[config.mk]
export PLATFORM = sky130hd
export DESIGN_NAME = dbg_dac_qual
export DESIGN_NICKNAME = d
export VERILOG_FILES = /design/src/rtl/dbg_dac_pkg.sv /design/src/rtl/dbg_dac_classify.sv /design/src/rtl/dbg_dac_match.sv /design/src/rtl/dbg_dac_qual.sv
export SDC_FILE = /design/constraint.sdc
export NUM_CORES = 1
export LEC_CHECK = 0
export BUFFER_PORTS_ARGS = -buffer_cell sky130_fd_sc_hd__buf_2
export CELL_PAD_IN_SITES_DETAIL_PLACEMENT = 1
export CELL_PAD_IN_SITES_GLOBAL_PLACEMENT = 2
export CORE_MARGIN = 10
export CORE_UTILIZATION = 12
export DETAILED_ROUTE_END_ITERATION = 16
export PLACE_DENSITY_LB_ADDON = 0.1
export SLEW_MARGIN = 20
export SYNTH_ARGS = -nofsm -noshare
export SYNTH_HDL_FRONTEND = slang
export SYNTH_SLANG_ARGS = --single-unit
[constraint.sdc]
create_clock -name clk -period 2.9 [get_ports clk]
set_input_delay 0.435 -clock clk [delete_from_list [all_inputs] [get_ports clk]]
set_output_delay 0.435 -clock clk [all_outputs]
set_load 0.05 [all_outputs]
[src/rtl/dbg_dac_pkg.sv]
// Shared types for the debug address compare qualifier.
// Assumes a 4-bit class code supplied by the core's decode stage.
package dbg_dac_pkg;

    typedef enum logic [3:0] {
        OP_LOAD          = 4'd0,
        OP_STORE         = 4'd1,
        OP_BLK_CLEAN     = 4'd2,
        OP_BLK_FLUSH     = 4'd3,
        OP_DTOUCH        = 4'd4,
        OP_ITOUCH        = 4'd5,
        OP_BLK_ALLOC     = 4'd6,
        OP_IBLK_INVAL    = 4'd7,
        OP_CACHE_INV_ALL = 4'd8,
        OP_CACHE_IDX_RD  = 4'd9,
        OP_STORE_COND    = 4'd10,
        OP_LOAD_STR      = 4'd11,
        OP_STORE_STR     = 4'd12,
        OP_BLK_ZERO      = 4'd13,
        OP_RSVD14        = 4'd14,
        OP_RSVD15        = 4'd15
    } op_class_e;

    typedef enum logic [1:0] {
        ACC_NONE  = 2'd0,
        ACC_READ  = 2'd1,
        ACC_WRITE = 2'd2
    } acc_kind_e;

    typedef struct packed {
        acc_kind_e kind;    // access type seen by the address compare
        logic      dvc_ok;  // class may take part in a data compare
    } acc_info_t;

endpackage

[src/rtl/dbg_dac_classify.sv]
// Maps an instruction class plus its qualifying flags onto the access type
// used by the debug address compare, and flags the classes that may raise
// a data value compare. Purely combinational; assumes flags are valid
// together with the class code.
module dbg_dac_classify
    import dbg_dac_pkg::*;
#(
    parameter int LEN_W = 7
) (
    input  logic [3:0]       op,
    input  logic             ci,
    input  logic             xlate_exc,
    input  logic             resv,
    input  logic [LEN_W-1:0] len,
    output acc_info_t        info
);

    logic len_zero;
    assign len_zero = (len == '0);

    // Decode class into read, write or no access, applying the suppression rules.
    always_comb begin
        info = '{kind: ACC_NONE, dvc_ok: 1'b0};
        unique case (op_class_e'(op))
            OP_LOAD:       info = '{kind: ACC_READ,  dvc_ok: 1'b1};
            OP_STORE:      info = '{kind: ACC_WRITE, dvc_ok: 1'b1};
            OP_BLK_ZERO:   info = '{kind: ACC_WRITE, dvc_ok: 1'b1};
            OP_BLK_CLEAN,
            OP_BLK_FLUSH:  info.kind = ACC_WRITE;
            OP_DTOUCH,
            OP_ITOUCH:     info.kind = (ci || xlate_exc) ? ACC_NONE : ACC_READ;
            OP_IBLK_INVAL: info.kind = ACC_READ;
            OP_STORE_COND: info.kind = resv ? ACC_WRITE : ACC_NONE;
            OP_LOAD_STR:   info.kind = len_zero ? ACC_NONE : ACC_READ;
            OP_STORE_STR:  info.kind = len_zero ? ACC_NONE : ACC_WRITE;
            default:       info.kind = ACC_NONE;
        endcase
    end

endmodule

[src/rtl/dbg_dac_match.sv]
// Per-register masked address compare and byte-enabled data compare.
// One compare slice is generated per register; assumes DATA_W is a
// multiple of 8.
module dbg_dac_match #(
    parameter int NUM_CMP = 2,
    parameter int ADDR_W  = 32,
    parameter int DATA_W  = 32
) (
    input  logic [ADDR_W-1:0]                 ea,
    input  logic [DATA_W-1:0]                 data,
    input  logic [NUM_CMP-1:0][ADDR_W-1:0]    cmp_addr,
    input  logic [NUM_CMP-1:0][ADDR_W-1:0]    cmp_mask,
    input  logic [NUM_CMP-1:0][DATA_W-1:0]    dvc_value,
    input  logic [NUM_CMP-1:0][DATA_W/8-1:0]  dvc_byte_en,
    output logic [NUM_CMP-1:0]                addr_hit,
    output logic [NUM_CMP-1:0]                data_hit
);

    localparam int NB = DATA_W / 8;

    for (genvar i = 0; i < NUM_CMP; i++) begin : g_reg
        logic [NB-1:0] byte_ok;

        // Address compare with don't-care bits removed.
        assign addr_hit[i] = (((ea ^ cmp_addr[i]) & ~cmp_mask[i]) == '0);

        for (genvar k = 0; k < NB; k++) begin : g_byte
            // A byte agrees when disabled or equal.
            assign byte_ok[k] = !dvc_byte_en[i][k] ||
                                (data[8*k +: 8] == dvc_value[i][8*k +: 8]);
        end

        assign data_hit[i] = &byte_ok;
    end

endmodule

[src/rtl/dbg_dac_qual.sv]
// Top of the debug address compare qualifier. Classifies each strobed
// instruction, compares it against the programmed registers and registers
// the read, write and data value compare event pulses (one clock latency).
// Assumes compare registers are stable while instructions are strobed.
module dbg_dac_qual
    import dbg_dac_pkg::*;
#(
    parameter int NUM_CMP = 2,
    parameter int ADDR_W  = 32,
    parameter int DATA_W  = 32,
    parameter int LEN_W   = 7
) (
    input  logic                              clk,
    input  logic                              rst_n,
    input  logic                              in_valid,
    input  logic [3:0]                        in_class,
    input  logic [ADDR_W-1:0]                 in_ea,
    input  logic                              in_ci,
    input  logic                              in_xlate_exc,
    input  logic                              in_resv,
    input  logic [LEN_W-1:0]                  in_len,
    input  logic [DATA_W-1:0]                 in_data,
    input  logic [NUM_CMP-1:0][ADDR_W-1:0]    cmp_addr,
    input  logic [NUM_CMP-1:0][ADDR_W-1:0]    cmp_mask,
    input  logic [NUM_CMP-1:0]                cmp_rd_en,
    input  logic [NUM_CMP-1:0]                cmp_wr_en,
    input  logic [NUM_CMP-1:0]                dvc_en,
    input  logic [NUM_CMP-1:0][DATA_W-1:0]    dvc_value,
    input  logic [NUM_CMP-1:0][DATA_W/8-1:0]  dvc_byte_en,
    output logic                              ev_rd,
    output logic                              ev_wr,
    output logic                              ev_dvc
);

    acc_info_t          info;
    logic [NUM_CMP-1:0] addr_hit;
    logic [NUM_CMP-1:0] data_hit;
    logic [NUM_CMP-1:0] type_en;
    logic [NUM_CMP-1:0] dac_sel;
    logic               rd_nxt, wr_nxt, dvc_nxt;

    dbg_dac_classify #(.LEN_W(LEN_W)) u_cls (
        .op        (in_class),
        .ci        (in_ci),
        .xlate_exc (in_xlate_exc),
        .resv      (in_resv),
        .len       (in_len),
        .info      (info)
    );

    dbg_dac_match #(
        .NUM_CMP (NUM_CMP),
        .ADDR_W  (ADDR_W),
        .DATA_W  (DATA_W)
    ) u_match (
        .ea          (in_ea),
        .data        (in_data),
        .cmp_addr    (cmp_addr),
        .cmp_mask    (cmp_mask),
        .dvc_value   (dvc_value),
        .dvc_byte_en (dvc_byte_en),
        .addr_hit    (addr_hit),
        .data_hit    (data_hit)
    );

    // Pick the enables that apply to this access type and combine with address hits.
    always_comb begin
        unique case (info.kind)
            ACC_READ:  type_en = cmp_rd_en;
            ACC_WRITE: type_en = cmp_wr_en;
            default:   type_en = '0;
        endcase
        dac_sel = addr_hit & type_en;
        rd_nxt  = in_valid && (info.kind == ACC_READ)  && (|dac_sel);
        wr_nxt  = in_valid && (info.kind == ACC_WRITE) && (|dac_sel);
        dvc_nxt = in_valid && info.dvc_ok && (|(dac_sel & dvc_en & data_hit));
    end

    // Register the event pulses.
    always_ff @(posedge clk) begin
        if (!rst_n) begin
            ev_rd  <= 1'b0;
            ev_wr  <= 1'b0;
            ev_dvc <= 1'b0;
        end else begin
            ev_rd  <= rd_nxt;
            ev_wr  <= wr_nxt;
            ev_dvc <= dvc_nxt;
        end
    end

endmodule

==> run_results.csv <==
group,metric,value,unit
cells_and_area,final_util,24.1,%
sta,maxSlewViolCount,0,
floorplan,die_x,145,microns
route,drc,0,
route,wire_per_inst,17.9,microns
cells_and_area,seqCellArea,60.1,sq um
cells_and_area,syn_to_final_growth,96.6,%
power,p_sw_share,32.7,%
route,vias,2901,
power,p_clk_share,28.6,%
power,ir_worst_vdd,0.000139,V
sta,holdWs,0.458,ns
min_path,hold_path_depth,2,
floorplan,start_util,12.3,%
cells_and_area,design_area,3680,sq um
floorplan,die_y,145,microns
sta,finalCritPeriodShare,91.2,%
synthesis,synth_top_cell_by_area,"xnor2_1",
sta,rsz0062_at_grt,"false",
clocking,numCtsBuffers,3,
power,p_int,0.522,mW
route,ant_nets,0,
synthesis,synth_fp_nets,537,
cells_and_area,finish.net_count,831,
floorplan,die_area,21000,sq um
cells_and_area,multi_input_area,1800,sq um
run_status,status,"finished clean",
sta,setup_violations,0,
critical_path,critPathKind,"input port to register",
placement,io_buffers,289,
sta,period_minus_slack,2.65,ns
critical_path,required,3.03,ns
power,pwr-share-comb,66.0,%
synthesis,ys_warn_count,0,
floorplan,ios,290,
synthesis,syn_area_per_cell,7.54,sq um
global_routing,grt_pass1_vias,3408,
synthesis,synth-seq-cells,3,
cells_and_area,stdcell_count,754,
global_routing,grt_pass1_wl,18400,microns
route,first_pass_iters,4,
power,p_sw,0.254,mW
power,p_per_area,211,nW/um^2
synthesis,synth_top_area_share,59.9,%
placement,placed_cell_area,3580,sq um
global_routing,antenna_found_initial,3,
clocking,cts.path.max_buffers,2,
sta,setup_slack,0.255,ns
global_routing,grt-ovfl-total,0,
power,fin_total_pwr,0.775,mW
sta,worst_slew_pin_slew,0.338,ns
clocking,htreeDepth,1,
synthesis,seq_area_frac_synth,3.21,%
min_path,hold_path_class,"input port to register",
route,wl,13500,microns
placement,dp_cells,748,
global_routing,grtUsageTotal,11.7,%
critical_path,path_max_fanout,3,
min_path,min_from,"in_class[1]",
clocking,cts_sinks,3,
synthesis,yosys-top-cells-area,"xnor2_1, o22ai_1, nand4_1",
synthesis,syn_area,1870,sq um
cells_and_area,drive_gt1_share,54.9,%
flow_run,max_cap_viol_count,0,
floorplan,core,15300,sq um
power,p_leak,1.66,nW
clocking,root_buffer,"clkbuf_16",
cells_and_area,fillers,1957,
route,drt-initial-drc-count,14,
critical_path,cp-end-kind,"register",
critical_path,cp.arrival,2.77,ns
floorplan,rows,45,
placement,post-dp-hpwl,13100,microns
synthesis,syn_inst,248,
placement,place.gp.congestion,0.761,
clocking,cts_tree,"yes",
route,viasPerCell,3.85,
global_routing,grt_max_degree,8,
synthesis,synth_cell_type_count,25,
placement,pre_cts_slack,-0.00885,ns
sta,max_freq,378,MHz
critical_path,critPathLaunchType,"input port",
clocking,path_clk_slew,0.03,ns
sta,finalSetupTns,0,ns
min_path,holdPathEnd,"ev_dvc",
sta,max_slew_margin,77.4,%
power,seqPwrFrac,5.4,%
sta,hold_violations,0,
## power groups by stage
stage / combinational [mW] / clock, mW / sequential [mW]
after floorplan: 0.230 / 0 / 0.0421
after global placement: 0.521 / 0 / 0.0421
after detailed placement: 0.525 / 0 / 0.0421
after CTS: 0.528 / 0.228 / 0.0415
after global routing: 0.572 / 0.231 / 0.0415
final: 0.512 / 0.222 / 0.0415
## critical path: stages
cell and delay (ns):
buf_2 0.10, o21ai_0 0.15, or3b_2 0.45, a21oi_1 0.16
a31o_2 0.14, ha_1 0.19, a22oi_1 0.10, nor2_1 0.12
o211ai_1 0.12, nor3_2 0.25, nand4_1 0.18, a2111oi_4 0.36
## layout make-up
type	count	share of cell area, %
antenna	2	0.136
clock buffer	4	2.14
inverter	5	0.510
multi-input combinational	240	49.1
sequential	3	1.63
tap	211	7.18
timing repair buffer	289	39.3
## layer usage
layer | track usage [%] | part of all wire, % | vias to the layer above
li1 | - | - | 1475
met1 | 10.4 | 33 | 1242
met2 | 22.8 | 51 | 174
met3 | 6.88 | 15 | 6
met4 | 0.957 | 0.16 | 4
met5 | 0 | 0.20 | -
## state kept, by name, summed over array words and instances (netlist names)
name,flops
ev_wr,1
ev_dvc,1
ev_rd,1
## Yosys cell counts, drive strengths merged
cell	number
o22a	2
o21ai	11
o211ai	2
a21boi	1
nor4	1
o22ai	28
o2111ai	2
a2111oi	1
a21oi	1
xnor2	128
nand3b	1
inv	5
nand2	4
nor3	4
o21bai	1
nor2b	1
nand4	20
or3b	1
a31o	1
ha	2
a22oi	2
nor2	22
dfxtp	3
and3	4
## layout by cell type, fill, tap and decap left out, types with 3 or more instances in the layout
cell and instances:
and3_1 4, buf_2 289, clkbuf_16 3, dfxtp_1 3, inv_1 5, nand2_1 4
nand4_1 20, nor2_1 22, o21ai_0 11, o22ai_1 28, xnor2_1 128
## worst max path at each step
stage                             from      to  depth (start not counted)
after global routing      in_xlate_exc  ev_dvc                         12
after global placement    in_xlate_exc  ev_dvc                         11
after CTS                 in_xlate_exc  ev_dvc                         12
after detailed placement  in_xlate_exc  ev_dvc                         12
after floorplan           in_xlate_exc  ev_dvc                         10
final                     in_xlate_exc  ev_dvc                         12
## cell families after synthesis
family	after synthesis	synth area share (%)
flops	3	3.21
simple gates	58	16.4
fa+ha+maj	2	1.34
xor+xnor	128	59.9
buf+inv	5	1.00
compound gates	52	18.1
## what timing repair did
action / 4_1_cts / 5_1_grt
setup endpoints to repair: 0 / 1
setup buffers: 0 / 0
gates resized for setup: 0 / 1
hold buffers: 0 / 0
No activity file was read; power rests on OpenSTA's default activity.
